--- config.mk ---
export PLATFORM = sky130hd
export DESIGN_NAME = kernel_launch_regs
export DESIGN_NICKNAME = d
export VERILOG_FILES = /design/src/rtl/klr_pkg.sv /design/src/rtl/klr_decode.sv /design/src/rtl/klr_desc_store.sv /design/src/rtl/klr_launch_fifo.sv /design/src/rtl/klr_resp_pipe.sv /design/src/rtl/kernel_launch_regs.sv
export SDC_FILE = /design/constraint.sdc
export NUM_CORES = 2
export LEC_CHECK = 0
export ABC_AREA = 0
export BUFFER_PORTS_ARGS = -buffer_cell sky130_fd_sc_hd__buf_2
export CELL_PAD_IN_SITES_DETAIL_PLACEMENT = 1
export CELL_PAD_IN_SITES_GLOBAL_PLACEMENT = 1
export CORE_MARGIN = 2
export CORE_UTILIZATION = 30
export DETAILED_ROUTE_END_ITERATION = 10
export HOLD_SLACK_MARGIN = 0.03
export MAX_ROUTING_LAYER = met4
export PLACE_DENSITY_LB_ADDON = 0.1
export SLEW_MARGIN = 10
export SYNTH_ARGS = -nofsm -noshare
export SYNTH_HDL_FRONTEND = slang
export SYNTH_SLANG_ARGS = --single-unit
--- constraint.sdc ---
create_clock -name clk -period 27.6 [get_ports clk]
set_clock_uncertainty 0.1 [all_clocks]
set_input_delay 4.14 -clock clk [delete_from_list [all_inputs] [get_ports clk]]
set_output_delay 4.14 -clock clk [all_outputs]
set_load 0.02 [all_outputs]
--- src/rtl/klr_pkg.sv ---
// Shared definitions for the kernel launch register window.
// Assumes byte counts arrive as plain binary values on a 4-bit field.
package klr_pkg;

    localparam int STATUS_BYTES = 8;
    localparam int BUS_BYTES    = 8;

    typedef enum logic [1:0] {
        ACC_BAD    = 2'd0,
        ACC_STATUS = 2'd1,
        ACC_DESC   = 2'd2
    } acc_kind_e;

    // Legal transfer byte counts
    function automatic logic size_legal(input logic [3:0] n);
        return (n == 4'd1) || (n == 4'd2) || (n == 4'd4) || (n == 4'd8);
    endfunction

endpackage

--- src/rtl/klr_decode.sv ---
// Classifies an access as status, descriptor or illegal, and gives the
// descriptor byte index. Purely combinational; assumes DESC_BYTES + 8
// fits in the window.
module klr_decode
    import klr_pkg::*;
#(
    parameter int ADDR_W     = 12,
    parameter int DESC_BYTES = 32
) (
    input  logic              req_write,
    input  logic [ADDR_W-1:0] req_addr,
    input  logic [3:0]        req_size,
    output acc_kind_e         kind,
    output logic [ADDR_W-1:0] base
);

    localparam logic [ADDR_W:0] LIMIT = (ADDR_W+1)'(DESC_BYTES);

    // Decide access class from offset, direction and byte count
    always_comb begin
        base = req_addr - ADDR_W'(STATUS_BYTES);
        kind = ACC_BAD;
        if (size_legal(req_size)) begin
            if (req_addr < ADDR_W'(STATUS_BYTES)) begin
                if (req_addr == '0 && (req_write || req_size == 4'd8)) begin
                    kind = ACC_STATUS;
                end
            end else if (({1'b0, base} + (ADDR_W+1)'(req_size)) <= LIMIT) begin
                kind = ACC_DESC;
            end
        end
    end

endmodule

--- src/rtl/klr_desc_store.sv ---
// Byte-addressed descriptor buffer. Writes up to 8 bytes starting at
// base; reads return up to 8 bytes starting at base, zero-filled.
// Assumes the caller only enables writes for in-range accesses.
module klr_desc_store #(
    parameter int DESC_BYTES = 32,
    parameter int IDX_W      = 12,
    localparam int DW        = DESC_BYTES * 8
) (
    input  logic             clk,
    input  logic             rst_n,
    input  logic             wr_en,
    input  logic [IDX_W-1:0] base,
    input  logic [3:0]       size,
    input  logic [63:0]      wdata,
    output logic [63:0]      rd_data,
    output logic [DW-1:0]    store
);

    for (genvar i = 0; i < DESC_BYTES; i++) begin : g_byte
        logic [7:0]     byte_q;
        logic [IDX_W:0] rel;
        logic           hit;

        assign rel = (IDX_W+1)'(i) - {1'b0, base};
        assign hit = wr_en && ({1'b0, base} <= (IDX_W+1)'(i))
                     && (rel < (IDX_W+1)'(size));

        // Update this byte when the write window covers it
        always_ff @(posedge clk) begin
            if (!rst_n) begin
                byte_q <= '0;
            end else if (hit) begin
                byte_q <= wdata[rel[2:0]*8 +: 8];
            end
        end

        assign store[i*8 +: 8] = byte_q;
    end

    // Gather up to eight bytes starting at base
    always_comb begin
        rd_data = '0;
        for (int k = 0; k < 8; k++) begin
            if (4'(k) < size) begin
                if ((int'(base) + k) < DESC_BYTES) begin
                    rd_data[k*8 +: 8] = store[(int'(base) + k)*8 +: 8];
                end
            end
        end
    end

endmodule

--- src/rtl/klr_launch_fifo.sv ---
// Launch queue holding {kernel number, descriptor} entries in order.
// Assumes the caller never pushes while full; a pop on empty is ignored.
module klr_launch_fifo #(
    parameter int DEPTH = 4,
    parameter int W     = 264,
    localparam int PTR_W = (DEPTH > 1) ? $clog2(DEPTH) : 1,
    localparam int CNT_W = $clog2(DEPTH + 1)
) (
    input  logic         clk,
    input  logic         rst_n,
    input  logic         push,
    input  logic [W-1:0] din,
    input  logic         pop,
    output logic [W-1:0] dout,
    output logic         not_empty,
    output logic         full
);

    logic [W-1:0]     mem [DEPTH];
    logic [PTR_W-1:0] wr_ptr, rd_ptr;
    logic [CNT_W-1:0] count;
    logic             pop_ok;

    assign pop_ok    = pop && (count != '0);
    assign not_empty = (count != '0);
    assign full      = (count == CNT_W'(DEPTH));
    assign dout      = mem[rd_ptr];

    // Store a new entry at the write pointer
    always_ff @(posedge clk) begin
        if (push) begin
            mem[wr_ptr] <= din;
        end
    end

    // Advance pointers and occupancy
    always_ff @(posedge clk) begin
        if (!rst_n) begin
            wr_ptr <= '0;
            rd_ptr <= '0;
            count  <= '0;
        end else begin
            if (push) begin
                wr_ptr <= (wr_ptr == PTR_W'(DEPTH-1)) ? '0 : wr_ptr + 1'b1;
            end
            if (pop_ok) begin
                rd_ptr <= (rd_ptr == PTR_W'(DEPTH-1)) ? '0 : rd_ptr + 1'b1;
            end
            count <= count + CNT_W'(push) - CNT_W'(pop_ok);
        end
    end

endmodule

--- src/rtl/klr_resp_pipe.sv ---
// Fixed-latency response delay line. Assumes LAT >= 1.
module klr_resp_pipe #(
    parameter int LAT = 2
) (
    input  logic        clk,
    input  logic        rst_n,
    input  logic        in_valid,
    input  logic        in_err,
    input  logic [63:0] in_data,
    output logic        out_valid,
    output logic        out_err,
    output logic [63:0] out_data
);

    logic [LAT-1:0] v_q;
    logic [LAT-1:0] e_q;
    logic [63:0]    d_q [LAT];

    // Shift each response one stage per cycle
    always_ff @(posedge clk) begin
        if (!rst_n) begin
            v_q <= '0;
            e_q <= '0;
            for (int i = 0; i < LAT; i++) d_q[i] <= '0;
        end else begin
            v_q[0] <= in_valid;
            e_q[0] <= in_err;
            d_q[0] <= in_data;
            for (int i = 1; i < LAT; i++) begin
                v_q[i] <= v_q[i-1];
                e_q[i] <= e_q[i-1];
                d_q[i] <= d_q[i-1];
            end
        end
    end

    assign out_valid = v_q[LAT-1];
    assign out_err   = e_q[LAT-1];
    assign out_data  = d_q[LAT-1];

endmodule

--- src/rtl/kernel_launch_regs.sv ---
// Host register window for building and launching kernel descriptors.
// Offset 0 is the launch/status word; offsets 8 and up map to descriptor
// bytes. Assumes one request per cycle at most and a scheduler that takes
// the head launch whenever sched_ready is high.
module kernel_launch_regs
    import klr_pkg::*;
#(
    parameter int WIN_BYTES  = 4096,
    parameter int DESC_BYTES = 32,
    parameter int ID_W       = 8,
    parameter int QDEPTH     = 4,
    parameter int RESP_LAT   = 2,
    localparam int ADDR_W    = $clog2(WIN_BYTES),
    localparam int DW        = DESC_BYTES * 8
) (
    input  logic              clk,
    input  logic              rst_n,
    input  logic              req_valid,
    input  logic              req_write,
    input  logic [ADDR_W-1:0] req_addr,
    input  logic [3:0]        req_size,
    input  logic [63:0]       req_wdata,
    output logic              rsp_valid,
    output logic              rsp_err,
    output logic [63:0]       rsp_rdata,
    input  logic              sched_ready,
    output logic              launch_valid,
    output logic [ID_W-1:0]   launch_id,
    output logic [DW-1:0]     launch_desc
);

    acc_kind_e         kind;
    logic [ADDR_W-1:0] base;
    logic [63:0]       desc_rd;
    logic [DW-1:0]     desc_now;
    logic [ID_W-1:0]   next_id_q;
    logic              q_full;
    logic              launch_try, push, desc_wr;
    logic              resp_err;
    logic [63:0]       resp_data;

    klr_decode #(.ADDR_W(ADDR_W), .DESC_BYTES(DESC_BYTES)) u_dec (
        .req_write (req_write),
        .req_addr  (req_addr),
        .req_size  (req_size),
        .kind      (kind),
        .base      (base)
    );

    assign launch_try = req_valid && req_write && (kind == ACC_STATUS);
    assign push       = launch_try && !q_full;
    assign desc_wr    = req_valid && req_write && (kind == ACC_DESC);

    klr_desc_store #(.DESC_BYTES(DESC_BYTES), .IDX_W(ADDR_W)) u_store (
        .clk     (clk),
        .rst_n   (rst_n),
        .wr_en   (desc_wr),
        .base    (base),
        .size    (req_size),
        .wdata   (req_wdata),
        .rd_data (desc_rd),
        .store   (desc_now)
    );

    // Kernel number counter, one step per accepted launch
    always_ff @(posedge clk) begin
        if (!rst_n) begin
            next_id_q <= '0;
        end else if (push) begin
            next_id_q <= next_id_q + 1'b1;
        end
    end

    klr_launch_fifo #(.DEPTH(QDEPTH), .W(ID_W + DW)) u_fifo (
        .clk       (clk),
        .rst_n     (rst_n),
        .push      (push),
        .din       ({next_id_q, desc_now}),
        .pop       (sched_ready),
        .dout      ({launch_id, launch_desc}),
        .not_empty (launch_valid),
        .full      (q_full)
    );

    // Form the response for the access sampled this cycle
    always_comb begin
        resp_err  = (kind == ACC_BAD) || (launch_try && q_full);
        resp_data = '0;
        if (!req_write && kind == ACC_DESC) begin
            resp_data = desc_rd;
        end else if (!req_write && kind == ACC_STATUS) begin
            resp_data = {63'd0, launch_valid};
        end
    end

    klr_resp_pipe #(.LAT(RESP_LAT)) u_rsp (
        .clk       (clk),
        .rst_n     (rst_n),
        .in_valid  (req_valid),
        .in_err    (req_valid && resp_err),
        .in_data   (req_valid ? resp_data : 64'd0),
        .out_valid (rsp_valid),
        .out_err   (rsp_err),
        .out_data  (rsp_rdata)
    );

endmodule

==> results.json <==
{
  "status": "completed",
  "crit_path_frequent_cell": "buf_4",
  "critPathMaxStageDelay_ns": 0.77,
  "placement.io_buffers": 415,
  "async_flop_share": 0,
  "io_pins": 416,
  "fillers": 23200,
  "worstPathRequired_ns": 27.97,
  "viasPerCell": 5.55,
  "synth.distinct_cells": 83,
  "fmax_mhz": 108,
  "drive_gt1_frac": 0.267,
  "wl_per_cell_um": 36.1,
  "critPathMaxFanout": 62,
  "rsz0062_at_grt": "false",
  "seq_area_um2": 39800,
  "die_x_um": 480,
  "multi_input_area_um2": 26200,
  "grt_first_pass_wirelength_mm": 402,
  "post_cts_resized": 0,
  "grtUsageTotal": 0.261,
  "overflow": 0,
  "critPathBufInv": 6,
  "drtAntennaViolNets": 0,
  "irDropWorstVdd_uv": 64.1,
  "drt_iter0_drc": 4914,
  "design_area_um2": 78600,
  "cp.arrival_ns": 9.63,
  "setup.worst_path.class": "in -> reg",
  "drcViolationCount": 0,
  "fin_crit_sh": 0.336,
  "max_slew_margin": 0.0911,
  "die-area_um2": 230000,
  "cts_setup_buffers": 0,
  "gp_congestion": 0.956,
  "seq_area_frac_synth": 0.587,
  "placed_area_um2": 73000,
  "setup_tns_ns": 0,
  "cts_made_buffers": 169,
  "tritoncts": "done",
  "cts_sinks": 1461,
  "syn_inst": 4719,
  "synth-edff-count": 1056,
  "grt_pass1_vias": 45700,
  "yosys_warnings": 0,
  "ys_seq_elements": 1461,
  "yosys.area.top_type": "edfxtp_1",
  "crit_slowest_cell": "buf_4",
  "hpwl_mm": 217,
  "finalWirelength_mm": 295,
  "path_cells": "buf_8 -> inv_2 -> ha_1 -> nand3_1 -> a2111oi_2 -> buf_4 -> and2_4 -> buf_4 -> buf_4 -> buf_4",
  "synthDominantCellAreaShare": 0.467,
  "ctsHoldBuffers": 0,
  "crit_path_start_kind": "input pin",
  "clkSlewWorstSetupHoldPaths_ns": 0.06,
  "max-cap-violations": 0,
  "critical-path-top-delay-family": "buffers and inverters",
  "cp-end-kind": "flop",
  "hold_viol": 0,
  "rows": 174,
  "synthToLayoutAreaGrowth_pct": 15.9,
  "p_leak_nw": 29.4,
  "start_util": 0.302,
  "cts.path.max_buffers": 3,
  "holdWs_ns": 0.325,
  "dominantRegCellSynth": "edfxtp_1",
  "post-route-min-period_ns": 9.26,
  "syn_nets": 4867,
  "setup_viol": 0,
  "core_um2": 225000,
  "dr.pass1.iters": 6,
  "die_h_um": 480,
  "finalMaxSlewViolations": 0,
  "hold_class": "reg -> reg",
  "synthTopCellsByArea": "edfxtp_1 47%, mux4_2 17%, dfxtp_1 12%, mux2i_1 5.6%, nand2_1 4.3%",
  "p_per_area_nw_per_um2": 73.2,
  "finish.net_count": 5162,
  "grt_max_degree": 125,
  "worst-slew-pin-transition_ns": 1.35,
  "syn_avg_cell_area_um2": 14.4,
  "syn-cell-area_um2": 67800,
  "antenna_found_initial": 42,
  "htreeDepth": 4,
  "route.vias.total": 45400,
  "clock_tree.root_cell": "clkbuf_16",
  "clock_latency_ns": 0.90
}
[power by group]
part	switching (W)	total, W	internal [W]	leakage (nW)
logic	0.000727	0.00116	0.000434	12.4
clock network	0.000965	0.00225	0.00129	2.68
registers	0.0000185	0.00234	0.00233	14.3
total	0.00171	0.00576	0.00405	29.4
[sequential cells by signal (all words and copies together), names as in the netlist, named ones only]
signal	count
u_fifo.count	3
u_fifo.wr_ptr	2
u_fifo.rd_ptr	2
u_rsp.d_q	128
u_rsp.v_q	2
u_store.g_byte.byte_q	256
u_fifo.mem	1056
u_rsp.e_q	2
next_id_q	8
[cells in the final DEF (no fill, tap or decap), drive strengths merged, types with 12 or more instances in the layout]
cell / instances
a2111oi: 40
a211oi: 53
a21o: 22
a21oi: 92
a31oi: 19
and2: 89
and3: 27
buf: 527
bufinv: 12
clkbuf: 225
clkinv: 72
dfxtp: 405
diode: 30
edfxtp: 1056
ha: 61
inv: 42
mux2: 43
mux2i: 378
mux4: 517
nand2: 774
nand3: 77
nand4: 28
nor2: 144
nor2b: 32
nor3: 61
nor4: 24
o211ai: 28
o21ai: 88
o22ai: 14
or3: 13
xnor2: 29
[worst reg2reg max path: cells and delay by family, from the launching register on]
kind            cells  cell delay, ns
compound gates      2            0.50
simple gates        2            0.65
buf+inv             4            2.75
flops               1            0.39
[per-stage QoR]
stage,power (W),cells,utilization,setup WS [ns]
2_1_floorplan,0.00312,4719,-,13.20
3_3_place_gp,0.00358,7834,0.324,17.38
3_5_place_dp,0.00358,7835,0.324,17.34
4_1_cts,0.00585,8151,0.349,18.24
5_1_grt,0.00597,8169,0.350,18.03
6_report,0.00576,8181,0.350,18.34
[Yosys cell counts (10+ instances only)]
library cell / number
nand2b_1: 10
a21o_1: 22
nor2b_1: 32
or3_1: 13
o22ai_1: 13
or2_2: 10
buf_4: 65
a211oi_1: 53
xnor2_1: 28
clkbuf_1: 211
mux4_2: 517
nand3_1: 77
a21oi_1: 92
a311oi_1: 10
nand4_1: 28
ha_1: 61
dfxtp_1: 405
edfxtp_1: 1056
and3_1: 27
mux2_2: 43
nor4_1: 21
and2_1: 89
buf_2: 16
a31oi_1: 19
nand2_1: 774
buf_1: 111
nor3_1: 58
mux2i_1: 378
o21ai_0: 84
inv_1: 34
o211ai_1: 28
nor2_1: 144
a2111oi_0: 39
[routing by layer]
metal | track usage | share of wire | vias to the layer above
li1 | - | - | 18900
met1 | 0.355 | 0.44 | 24300
met2 | 0.385 | 0.45 | 1783
met3 | 0.0422 | 0.063 | 437
met4 | 0.114 | 0.048 | 0
met5 | - | 0 | -
[final timing paths]
kind / from / end / slack [ns] / depth (start not counted)
hold / removal: u_rsp.d_q[0][13]$_SDFF_PP0_ / u_rsp.d_q[0][77]$_SDFF_PN0_ / 0.32 / 1
setup / recovery: req_addr[1] / u_fifo.mem[2][135]$_DFFE_PP_ / 18.34 / 10
setup reg to reg: u_fifo.count[0]$_SDFF_PN0_ / u_fifo.mem[2][135]$_DFFE_PP_ / 22.83 / 8
hold reg to reg: u_rsp.d_q[0][13]$_SDFF_PP0_ / u_rsp.d_q[0][77]$_SDFF_PN0_ / 0.32 / 1
[area by class of cell]
type / instances / area share
Antenna cell: 30 / 0.000955
Clock buffer: 225 / 0.0577
Clock inverter: 91 / 0.0134
Inverter: 42 / 0.00204
Multi-Input combinational cell: 2812 / 0.333
Sequential cell: 1461 / 0.506
Tap cell: 2992 / 0.0476
Timing Repair Buffer: 528 / 0.0385
[cells by family after synthesis]
logic type	count (synthesis)	synth area share
adder cells (fa/ha/maj)	63	0.0118
multiplexers	938	0.235
AND/OR/NAND/NOR	1327	0.0882
AO/OA/AOI/OAI	448	0.0451
buffers and inverters	446	0.0286
flip-flops	1461	0.587
XOR/XNOR	36	0.00476
Power figures use the tool's default switching activity.
